$ cat src/rtl/cond_alu.sv
module cond_alu #(
  parameter int W = 32
) (
  input  logic         clk,
  input  logic         rst_n,
  input  logic [3:0]   op_i,
  input  logic [3:0]   cond_i,
  input  logic         set_flags_i,
  input  logic         use_imm_i,
  input  logic         shift_right_i,
  input  logic [4:0]   shift_amt_i,
  input  logic [W-1:0] opa_i,
  input  logic [W-1:0] opb_reg_i,
  input  logic [W-1:0] opb_imm_i,
  output logic [W-1:0] result_o,
  output logic         wr_en_o,
  output logic [W-1:0] status_o
);
  localparam logic [3:0] OP_ADD = 4'd0, OP_SUB = 4'd1, OP_AND = 4'd2, OP_ORR = 4'd3,
                         OP_EOR = 4'd4, OP_BIC = 4'd5, OP_MOV = 4'd6, OP_MVN = 4'd7,
                         OP_CMP = 4'd8;
  localparam logic [3:0] CC_NEVER = 4'hF, CC_ALWAYS = 4'hE;

  logic [3:0] flags_q;
  wire fn = flags_q[3], fz = flags_q[2], fc = flags_q[1], fv = flags_q[0];

  logic base_ok, pass;
  always_comb begin
    case (cond_i[3:1])
      3'd0: base_ok = fz;
      3'd1: base_ok = fc;
      3'd2: base_ok = fn;
      3'd3: base_ok = fv;
      3'd4: base_ok = fc & ~fz;
      3'd5: base_ok = (fn == fv);
      3'd6: base_ok = ~fz & (fn == fv);
      default: base_ok = 1'b1;
    endcase
    pass = (cond_i[3:1] == 3'd7) ? ~cond_i[0] : (base_ok ^ cond_i[0]);
  end

  wire [W-1:0] opb_sel = use_imm_i ? opb_imm_i : opb_reg_i;
  wire [W:0]   shl = {1'b0, opb_sel} << shift_amt_i;
  wire [W:0]   shr = {opb_sel, 1'b0} >> shift_amt_i;
  wire [W-1:0] opb = shift_right_i ? shr[W:1] : shl[W-1:0];
  wire         sh_c = (shift_amt_i == 5'd0) ? fc : (shift_right_i ? shr[0] : shl[W]);

  wire [W:0] add_full = {1'b0, opa_i} + {1'b0, opb};
  wire [W:0] sub_full = {1'b0, opa_i} + {1'b0, ~opb} + {{W{1'b0}}, 1'b1};
  wire add_v = (opa_i[W-1] == opb[W-1]) && (add_full[W-1] != opa_i[W-1]);
  wire sub_v = (opa_i[W-1] != opb[W-1]) && (sub_full[W-1] != opa_i[W-1]);

  logic [W-1:0] alu_res;
  logic [3:0]   next_flags;
  logic         writes, upd_flags;
  always_comb begin
    alu_res    = '0;
    next_flags = flags_q;
    writes     = (op_i <= OP_MVN);
    upd_flags  = 1'b0;
    case (op_i)
      OP_ADD: alu_res = add_full[W-1:0];
      OP_SUB, OP_CMP: alu_res = sub_full[W-1:0];
      OP_AND: alu_res = opa_i & opb;
      OP_ORR: alu_res = opa_i | opb;
      OP_EOR: alu_res = opa_i ^ opb;
      OP_BIC: alu_res = opa_i & ~opb;
      OP_MOV: alu_res = opb;
      OP_MVN: alu_res = ~opb;
      default: alu_res = '0;
    endcase
    if (op_i == OP_ADD) begin
      next_flags = {alu_res[W-1], alu_res == '0, add_full[W], add_v};
      upd_flags  = set_flags_i;
    end else if (op_i == OP_SUB || op_i == OP_CMP) begin
      next_flags = {alu_res[W-1], alu_res == '0, sub_full[W], sub_v};
      upd_flags  = set_flags_i | (op_i == OP_CMP);
    end else if (writes) begin
      next_flags = {alu_res[W-1], alu_res == '0, sh_c, fv};
      upd_flags  = set_flags_i;
    end
  end

  always_ff @(posedge clk or negedge rst_n) begin
    if (!rst_n) begin
      flags_q  <= '0;
      result_o <= '0;
      wr_en_o  <= 1'b0;
    end else begin
      wr_en_o <= pass & writes;
      if (pass && writes) result_o <= alu_res;
      if (pass && upd_flags) flags_q <= next_flags;
    end
  end

  assign status_o = {flags_q, {(W-4){1'b0}}};


  never_drop_chk: assert property (@(posedge clk) disable iff (!rst_n)
    (cond_i == CC_NEVER) |=> (!wr_en_o && $stable(status_o) && $stable(result_o)));

  cmp_no_write_chk: assert property (@(posedge clk) disable iff (!rst_n)
    (op_i == OP_CMP) |=> !wr_en_o);

  flags_gated_chk: assert property (@(posedge clk) disable iff (!rst_n)
    (!set_flags_i && op_i != OP_CMP) |=> $stable(status_o));

  logic_keeps_v_chk: assert property (@(posedge clk) disable iff (!rst_n)
    (op_i >= OP_AND && op_i <= OP_MVN) |=> $stable(status_o[W-4]));

  always_writes_chk: assert property (@(posedge clk) disable iff (!rst_n)
    (cond_i == CC_ALWAYS && op_i <= OP_MVN) |=> wr_en_o);

  add_zero_flag_chk: assert property (@(posedge clk) disable iff (!rst_n)
    (cond_i == CC_ALWAYS && op_i == OP_ADD && set_flags_i) |=> (status_o[W-2] == (result_o == '0)));
endmodule

$ cat config.mk
export PLATFORM = sky130hd
export DESIGN_NAME = cond_alu
export DESIGN_NICKNAME = d
export VERILOG_FILES = /design/src/rtl/cond_alu.sv
export SDC_FILE = /design/constraint.sdc
export NUM_CORES = 1
export LEC_CHECK = 0
export BUFFER_PORTS_ARGS = -buffer_cell sky130_fd_sc_hd__buf_2
export CORE_ASPECT_RATIO = 0.5
export CORE_UTILIZATION = 40
export DETAILED_ROUTE_END_ITERATION = 12
export SYNTH_ARGS = -nofsm -noshare
export SYNTH_HDL_FRONTEND = slang
export SYNTH_SLANG_ARGS = --single-unit
$ cat constraint.sdc
create_clock -name clk -period 2.8 [get_ports clk]
set_input_delay 0.42 -clock clk [delete_from_list [all_inputs] [get_ports clk]]
set_output_delay 0.42 -clock clk [all_outputs]
set_load 0.01 [all_outputs]
# Yosys cells after proc, flatten, opt, wreduce, memory -nomap -nowiden
# Index checks and enable logic that the tools add are counted.
[word_totals] out_inout_bits=65 in_bits=114 elab_cells=72 register_bits=37
[classes] n_shift=2 n_mux=13 order_cmp=1 reduce_logical=15 n_addsub=3 n_eq_ne=21 bitwise=12
[ops] op="$pmux 32 s8" count=1
[ops] op="$add 32x32->33" count=2
[ops] op="$and 32x32->32" count=2
[ops] op="$mux 32" count=2
[ops] op="$add 33x1->33 const B" count=1
[ops] op="$shl 32x5->33" count=1
[ops] op="$shr 33x5->33" count=1
[ops] op="$logic_not 32->1" count=1
[ops] op="$not 32->32" count=1
[ops] op="$or 32x32->32" count=1
[ops] op="$xor 32x32->32" count=1
[ops] op="$eq 4x3->1 const B" count=4
[ops] op="$eq 3x3->1 const B" count=4
[ops] op="$mux 4" count=3
[ops] op="$eq 4x2->1 const B" count=2
[ops] op="$pmux 1 s7" count=1
[ops] op="$eq 3x2->1 const B" count=2
[ops] op="$mux 1" count=6
[ops] op="$logic_not 5->1" count=1
[ops] op="$eq 4x1->1 const B" count=1
[ops] op="$eq 4x4->1 const B" count=1
[ops] op="$le 4x3->1 const B" count=1
[ops] op="$logic_and 1x1->1" count=4
[ops] op="$logic_not 4->1" count=1
[ops] op="other kinds (15)" count=22

# Logic depth before layout (Yosys ltp)
# Gate-level depths: netlist (run 1).
[depth] word_depth=11 ltp_mapped=25 mapped_depth_nobuf=21

# Worst setup path after synthesis (run 1)
# Ideal clock, no wire load.
[synth_timing] path_kind="input -> register" start="in use_imm_i" end="reg flags_q[2]" t_arrival_ns=5.480 setup_slack_ns=-2.783 path_buffers=4 setup_time_ns=0.104 required_ns=2.696 cell_stages=21 cell_sequence="buf_2 -> buf_4 -> buf_4 -> buf_2 -> mux4_2 -> a211oi_1 -> o22ai_1 -> nor4_2 -> ha_1 -> or3_1 -> o221ai_1 -> nor2_1 -> or4b_2 -> nand2_1 -> o32ai_1 -> a221o_1 -> nor4_1 -> nand4_1 -> nor4_1 -> nand4_1 -> o41ai_2"
[synth_via] elab_chain_len=11 word_cells_on_any_way=17 cone_classes="3 x add/sub; 2 x shift; 6 x mux; 5 x bitwise; 1 x reduce/logical"
[synth_lines] item="start: declaration" line="9" text="input logic use_imm_i,"
[synth_lines] item="$mux 32 *" line="42" text="wire [W-1:0] opb_sel = use_imm_i ? opb_imm_i : opb_reg_i;"
[synth_lines] item="$shl 32x5->33 or $shr 33x5->33 (tied branches)" line="43, 44"
[synth_lines] item="$mux 32 *" line="45" text="wire [W-1:0] opb = shift_right_i ? shr[W:1] : shl[W-1:0];"
[synth_lines] item="$not 32->32" line="49, 67, 69"
[synth_lines] item="$add 32x32->33" line="49" text="wire [W:0] sub_full = {1'b0, opa_i} + {1'b0, ~opb} + {{W{1'b0}}, 1'b1};"
[synth_lines] item="$add 33x1->33" line="49"
[synth_lines] item="$pmux 32 s8 *" line="61" text="case (op_i)"
[synth_lines] item="$logic_not 32->1 *" line="73, 76, 79"
[synth_lines] item="$mux 4" line="78" text="end else if (writes) begin"
[synth_lines] item="$mux 4" line="75" text="end else if (op_i == OP_SUB || op_i == OP_CMP) begin"
[synth_lines] item="$mux 4 *" line="72" text="if (op_i == OP_ADD) begin"
[synth_lines] item="end signal: assignment" line="92" text="if (pass && upd_flags) flags_q <= next_flags;"
[synth_lines] item="end: declaration" line="24" text="logic [3:0] flags_q;"
# Mark *: on every way between the ends. The rest lies on a longest branch, timed or not. The select of a mux whose other input is x is not followed.
# A chain may end at the register's enable or synchronous reset.

# Worst setup path after layout (run 1)
# Ends and elaborated chain as after synthesis.

==> results of run 1 <==
cell usage in the layout (no fill, tap or decap), types with 30 or more instances in the layout:
master and n:
mux4_2 88, nor2_1 132, a21oi_2 40, nor3_1 36
buf_2 145, buf_4 842, nand3_1 32, mux2_2 30
buf_6 40, ha_1 71, inv_1 94, a21oi_1 83
nand2_1 146, o21ai_0 63, buf_12 33, o211ai_1 31
dfrtp_1 37, mux2i_1 118
flip-flops by register name (all words and copies together), names as in the netlist:
register and count:
wr_en_o 1, flags_q 4, result_o 32
what timing repair did:
| action | in CTS | in global routing |
|---|---|---|
| endpoints found under the setup margin | 36 | 36 |
| hold buffers | 0 | 0 |
| resized for setup | 306 | 156 |
| cloned | 5 | 0 |
| setup buffers | 69 | 43 |
| pin swaps | 112 | 98 |
area by class of cell:
class,count,share of cell area [%]
well taps,475,2.36
clock buffers,7,0.566
flip-flops and latches,37,3.67
clock inverters,1,0.119
inverters,104,1.61
repair buffers,1074,33.6
diodes,4,0.0397
multi-input cells,1585,58.1
cells in the mapped netlist, types with 12 or more instances:
cell type	count
nand3_1	35
inv_1	102
nor4_1	14
nor2_1	152
a21o_1	20
ha_1	105
and2_1	14
mux2_2	48
a211o_1	14
nand4_1	15
nor3_1	43
o221ai_1	16
xnor2_1	14
a22o_1	13
nor2b_1	24
o22ai_1	29
buf_4	45
a31oi_1	21
dfrtp_1	37
mux4_2	88
o21ai_0	100
mux2i_1	132
o31ai_1	15
a21oi_1	129
a211oi_1	31
o211ai_1	31
a22oi_1	18
buf_2	33
nand2_1	156
buf_1	15
and3_1	12
a221oi_1	17
clkbuf_1	76
nand2b_1	29
cells by family after synthesis:
logic type / after synthesis
DFF: 37
xor gates and xnor gates: 23
muxes: 277
other: 1
AOI/OAI and AO/OA: 603
buffers and inverters: 276
adders and majority gates: 107
and+or+nand+nor: 547
metrics by stage:
stage | worst slack, ns | instances | total power [uW] | cell area (sq um)
floorplan | -2.19 | 1898 | 4000 | 15200
detailed placement | -3.29 | 3179 | 7060 | 22000
global placement | -3.20 | 3179 | 7030 | 22000
CTS | -2.44 | 3252 | 8520 | 24200
global route | -2.79 | 3286 | 9540 | 25200
finish | -2.61 | 3287 | 9130 | 25200
how the worst max path moves through the flow:
stage                   startpoint                     end  slack (ns)  cells past startpoint
CTS                      use_imm_i  flags_q[2]$_DFFE_PN0P_       -2.44                     26
floorplan           shift_amt_i[2]  flags_q[2]$_DFFE_PN0P_       -2.19                     20
global placement    shift_amt_i[0]  flags_q[2]$_DFFE_PN0P_       -3.20                     23
global route             use_imm_i  flags_q[2]$_DFFE_PN0P_       -2.79                     24
detailed placement  shift_amt_i[0]  flags_q[2]$_DFFE_PN0P_       -3.29                     23
finish                   use_imm_i  flags_q[2]$_DFFE_PN0P_       -2.61                     22
per-layer routing:
metal | share of wire (%) | wire (microns)
met1 | 40 | 32300
met2 | 45 | 36000
met5 | 0 | 0
met3 | 10 | 8030
met4 | 5.2 | 4200
power groups by stage:
| stage | sequential (uW) | combinational (uW) | clock, uW |
|---|---|---|---|
| 2_1_floorplan | 1030 | 2970 | 0 |
| 3_3_place_gp | 918 | 6110 | 0 |
| 3_5_place_dp | 924 | 6140 | 0 |
| 4_1_cts | 925 | 6910 | 683 |
| 5_1_grt | 955 | 7890 | 702 |
| 6_report | 927 | 7530 | 681 |
==> results.json, run 1 <==
{
  "power.share.clock_pct": 7.5,
  "synth_area_sq_um": 14500,
  "vias": 20405,
  "layout_setup_ws_ns": -2.61,
  "synth_top_family_by_area": "compound AO/OA/AOI/OAI gates",
  "drc_errors": 0,
  "avgSynthCellArea_sq_um": 7.76,
  "final.setup_skew_ns": 0.00565,
  "fmax_mhz": 185,
  "irDropWorstVdd_v": 0.000470,
  "core-area_sq_um": 35100,
  "synth_mux_area_share_pct": 27.2,
  "yosys_warnings": 0,
  "place_hpwl_mm": 63.2,
  "yosys.area_share.simple_pct": 18.0,
  "combPwrFrac_pct": 82.4,
  "ctsHtreeMaxLevel": 2,
  "met2_usage_pct": 68.3,
  "ys_seq_area_share_pct": 6.38,
  "tightest_slew_ns": 0.871,
  "area_growth_pct": 73.6,
  "r2r_setup_slack_ns": 0.45,
  "synth_top_flop_cell": "dfrtp_1",
  "syn_inst": 1871,
  "sw_frac_of_total_pct": 45.6,
  "slew_headroom_pct": 41.5,
  "port_buffers": 150,
  "multi_input_area_sq_um": 14600,
  "cp.required_ns": 2.99,
  "worst-path-buf-inv": 4,
  "dr.pass1.iters": 6,
  "hold_violations": 0,
  "antenna_found_initial": 4,
  "path_clk_slew_ns": 0.06,
  "place.gp.congestion": 1.05,
  "synth_edf_count": 0,
  "clockRootBuffer": "clkbuf_16",
  "fin_nets": 3028,
  "finalWirelength_mm": 80.6,
  "grt_overflow": 0,
  "synth_area_leader_cell": "mux4_2",
  "grt-busiest-layer": "met2",
  "netlist_top_cells_area": "mux4_2 (14%), mux2i_1 (9.1%), ha_1 (9.0%)",
  "die_w_microns": 271,
  "async_reset_ff_share_pct": 100,
  "via_per_inst": 6.21,
  "cts_max_path_buffers": 2,
  "rsz0062_at_grt": "yes",
  "met1_usage_pct": 53.3,
  "end_kind": "flip-flop",
  "path_delay_family": "compound AO/OA/AOI/OAI gates",
  "grt_util_met3_pct": 7.82,
  "slew_viol_final": 0,
  "critPathKind": "primary input to flip-flop",
  "leakage_uw": 0.0116,
  "start_util_pct": 41.4,
  "fillers": 2809,
  "grt_max_degree": 39,
  "synthAdderAreaFrac_pct": 9.33,
  "seq_power_share_pct": 10.2,
  "grtUsageTotal_pct": 41.4,
  "violations": "setup timing",
  "cp_slowest_stage_delay_ns": 0.51,
  "fin_setup_tns_ns": -63.60,
  "r2r_end": "result_o[20]$_DFFE_PN0P_",
  "setup_viol": 36,
  "cts_tree": "built",
  "grt_pass1_wl_mm": 117,
  "power.density_nw_per_um2": 363,
  "cts_made_buffers": 5,
  "die_area_sq_um": 37100,
  "p_int_uw": 4970,
  "fin_util_pct": 71.8,
  "ys_ff_latch": 37,
  "layout-drive-gt1-share_pct": 55.4,
  "clock-sinks": 37,
  "worst_hold_path_type": "primary input to asynchronous set/reset pin",
  "synth_xor_area_share_pct": 1.39,
  "drt-wirelength-per-cell_microns": 24.5,
  "die_height_microns": 137,
  "synth_top_area_share_pct": 13.7,
  "reg2reg_depth": 7,
  "maxCapViolCount": 0,
  "grt_pass1_vias": 19474,
  "synth-compound-area-share_pct": 29.0,
  "period_needed_ns": 5.41,
  "p_switching_uw": 4170,
  "critPathArrivalTime_ns": 5.59,
  "fin_crit_sh_pct": 193,
  "drt-initial-drc-count": 2408,
  "final_antenna_net_count": 0,
  "row_count": 48,
  "crit_fanout": 7,
  "worst_path_max_delay_cell": "mux4_2",
  "startpoint_type": "primary input",
  "insertion_delay_ns": 0.29,
  "synth.distinct_cells": 92,
  "area.sequential_sq_um": 926,
  "regToRegStartpoint": "flags_q[2]$_DFFE_PN0P_",
  "hold_slack_ns": 0.239,
  "io_pins": 179,
  "status": "complete, but fails checks",
  "crit_chain": "buf_12 > buf_12 > mux4_2 > a22o_1 > o31a_1 > a211oi_4 > inv_2 > ha_4 > fa_2 > o21ba_4 > o221ai_4 > buf_6 > nor2_4 > or4b_4 > nand2_2 > o32ai_2 > a221o_1 > nor4_1 > nand4_1 > nor4_2 > nand4_1 > o41ai_2"
}
No activity file was read; power rests on OpenSTA's default activity.
==> inputs of run 2 (changes only) <==
--- a/config.mk
+++ b/config.mk
@@ -6,9 +6,12 @@
 export NUM_CORES = 1
 export LEC_CHECK = 0
 export BUFFER_PORTS_ARGS = -buffer_cell sky130_fd_sc_hd__buf_2
+export CELL_PAD_IN_SITES_DETAIL_PLACEMENT = 0
+export CELL_PAD_IN_SITES_GLOBAL_PLACEMENT = 1
 export CORE_ASPECT_RATIO = 0.5
 export CORE_UTILIZATION = 40
 export DETAILED_ROUTE_END_ITERATION = 12
+export PLACE_DENSITY_LB_ADDON = 0.1
 export SYNTH_ARGS = -nofsm -noshare
 export SYNTH_HDL_FRONTEND = slang
 export SYNTH_SLANG_ARGS = --single-unit
==> results.json, run 2 (synthesis results as in run 1) <==
{
  "sw_frac_of_total_pct": 46.6,
  "start_util_pct": 41.4,
  "place_ws_ns": -3.41,
  "finalWirelength_mm": 81.5,
  "cts_max_path_buffers": 2,
  "critPathKind": "primary input to flip-flop",
  "drt-wirelength-per-cell_microns": 24.8,
  "final_antenna_net_count": 0,
  "irDropWorstVdd_v": 0.000410,
  "port_buffers": 150,
  "fin_area_sq_um": 24900,
  "die_area_sq_um": 37100,
  "end_kind": "flip-flop",
  "fillers": 2827,
  "place_hpwl_mm": 64.4,
  "startpoint_type": "primary input",
  "max_flop_register": "result_o",
  "p_int_uw": 4740,
  "period_needed_ns": 5.58,
  "antenna_found_initial": 1,
  "seq_power_share_pct": 10.5,
  "tightest_slew_ns": 0.836,
  "die_w_microns": 271,
  "fin_nets": 3033,
  "layout-drive-gt1-share_pct": 54.3,
  "row_count": 48,
  "cp.required_ns": 2.98,
  "grt_pass1_vias": 19594,
  "maxCapViolCount": 0,
  "place.gp.congestion": 1.05,
  "setup_viol": 36,
  "n_antenna_cell": 0,
  "slew_headroom_pct": 44.3,
  "fin_util_pct": 71.0,
  "fin_crit_sh_pct": 199,
  "die_height_microns": 137,
  "multi_input_area_sq_um": 14400,
  "hold_violations": 0,
  "path_clk_slew_ns": 0.06,
  "critPathArrivalTime_ns": 5.76,
  "dr.pass1.iters": 6,
  "grt_pass1_wl_mm": 118,
  "status": "complete, but fails checks",
  "rsz0062_at_grt": "yes",
  "drc_errors": 0,
  "fmax_mhz": 179,
  "dpl_cell_area_sq_um": 22000,
  "power.share.clock_pct": 6.3,
  "fin_cells": 3288,
  "crit_fanout": 8,
  "final_common_cell": "buf_4",
  "area_growth_pct": 71.5,
  "layout_setup_ws_ns": -2.78,
  "p_switching_uw": 4130,
  "grt_overflow": 0,
  "reg.largest.list": "result_o x32, flags_q x4, wr_en_o x1",
  "leakage_uw": 0.0115,
  "via_per_inst": 6.20,
  "io_pins": 179,
  "ctsHtreeMaxLevel": 2,
  "clockRootBuffer": "clkbuf_16",
  "combPwrFrac_pct": 83.2,
  "final_cell_mix": "buf_4 (858), nand2_1 (148), buf_2 (144)",
  "cts_tree": "built",
  "core-area_sq_um": 35100,
  "drt-initial-drc-count": 2412,
  "grtUsageTotal_pct": 41.8,
  "power.density_nw_per_um2": 356,
  "final.setup_skew_ns": 0.00395,
  "area.sequential_sq_um": 926,
  "insertion_delay_ns": 0.28,
  "largest_reg_flops": 32,
  "placed_cells": 3193,
  "vias": 20392,
  "slew_viol_final": 0,
  "violations": "setup timing",
  "cts_made_buffers": 5,
  "worst_hold_path_type": "primary input to asynchronous set/reset pin",
  "clock-sinks": 37,
  "grt_max_degree": 38
}
run 2: cell type report:
class                   instances  share of cell area [%]
clock inverters                 3                  0.0704
multi-input cells            1585                    58.0
well taps                     475                    2.39
clock buffers                   5                   0.503
repair buffers               1079                    33.8
inverters                     104                    1.60
flip-flops and latches         37                    3.72
run 2: layer usage:
metal	global-route usage, %	wire [microns]
met4	20.3	4810
met3	7.81	8320
met5	0	0
met1	53.8	32400
met2	67.7	35900
run 2: path summary, 6_finish.rpt:
kind	start	endpoint	slack (ns)	depth (start not counted)
min	rst_n	result_o[15]$_DFFE_PN0P_	0.24	1
max	shift_amt_i[2]	flags_q[2]$_DFFE_PN0P_	-2.78	25
min in group clk	result_o[5]$_DFFE_PN0P_	result_o[5]$_DFFE_PN0P_	0.50	1
max in group asynchronous	rst_n	result_o[2]$_DFFE_PN0P_	2.04	1
min reg2reg	result_o[5]$_DFFE_PN0P_	result_o[5]$_DFFE_PN0P_	0.50	1
max reg2reg	flags_q[0]$_DFFE_PN0P_	result_o[16]$_DFFE_PN0P_	0.51	7
run 2: power groups by stage:
stage	clock, uW	combinational [uW]	sequential, uW
2_1_floorplan	0	2970	1030
3_3_place_gp	0	6130	919
3_5_place_dp	0	6150	926
4_1_cts	563	6850	931
5_1_grt	588	7750	958
6_report	556	7370	935
run 2: through the flow:
| stage | power (uW) | setup TNS (ns) | hold WS, ns |
|---|---|---|---|
| final | 8860 | -64.78 | 0.239 |
| after global routing | 9290 | -67.60 | 0.314 |
| after CTS | 8340 | -60.27 | 0.266 |
| after detailed placement | 7080 | -88.64 | 0.488 |
| after global placement | 7040 | -87.37 | 0.482 |
| after floorplan | 4000 | -50.44 | 0.124 |
run 2: critical path, stage by stage:
cell,delay (ns)
buf_16,0.13
buf_12,0.14
buf_4,0.13
buf_4,0.12
mux4_2,0.28
mux4_2,0.55
nand2_1,0.10
o211ai_1,0.12
nor3_4,0.34
buf_4,0.20
ha_4,0.21
nand4_1,0.15
buf_4,0.17
nor2_2,0.05
o211a_4,0.16
or3_4,0.37
buf_4,0.15
a21o_1,0.18
a21oi_2,0.12
nand4_1,0.20
nor4_2,0.35
nand4_1,0.21
nor4_2,0.38
nand4_1,0.22
o41ai_2,0.30
run 2: what timing repair did:
action	CTS	global route
hold buffers	0	0
setup endpoints to repair	36	36
pin swaps	86	74
endpoints found under the hold margin	0	0
buffers inserted	62	30
gates resized for setup	277	123
gates cloned	5	4
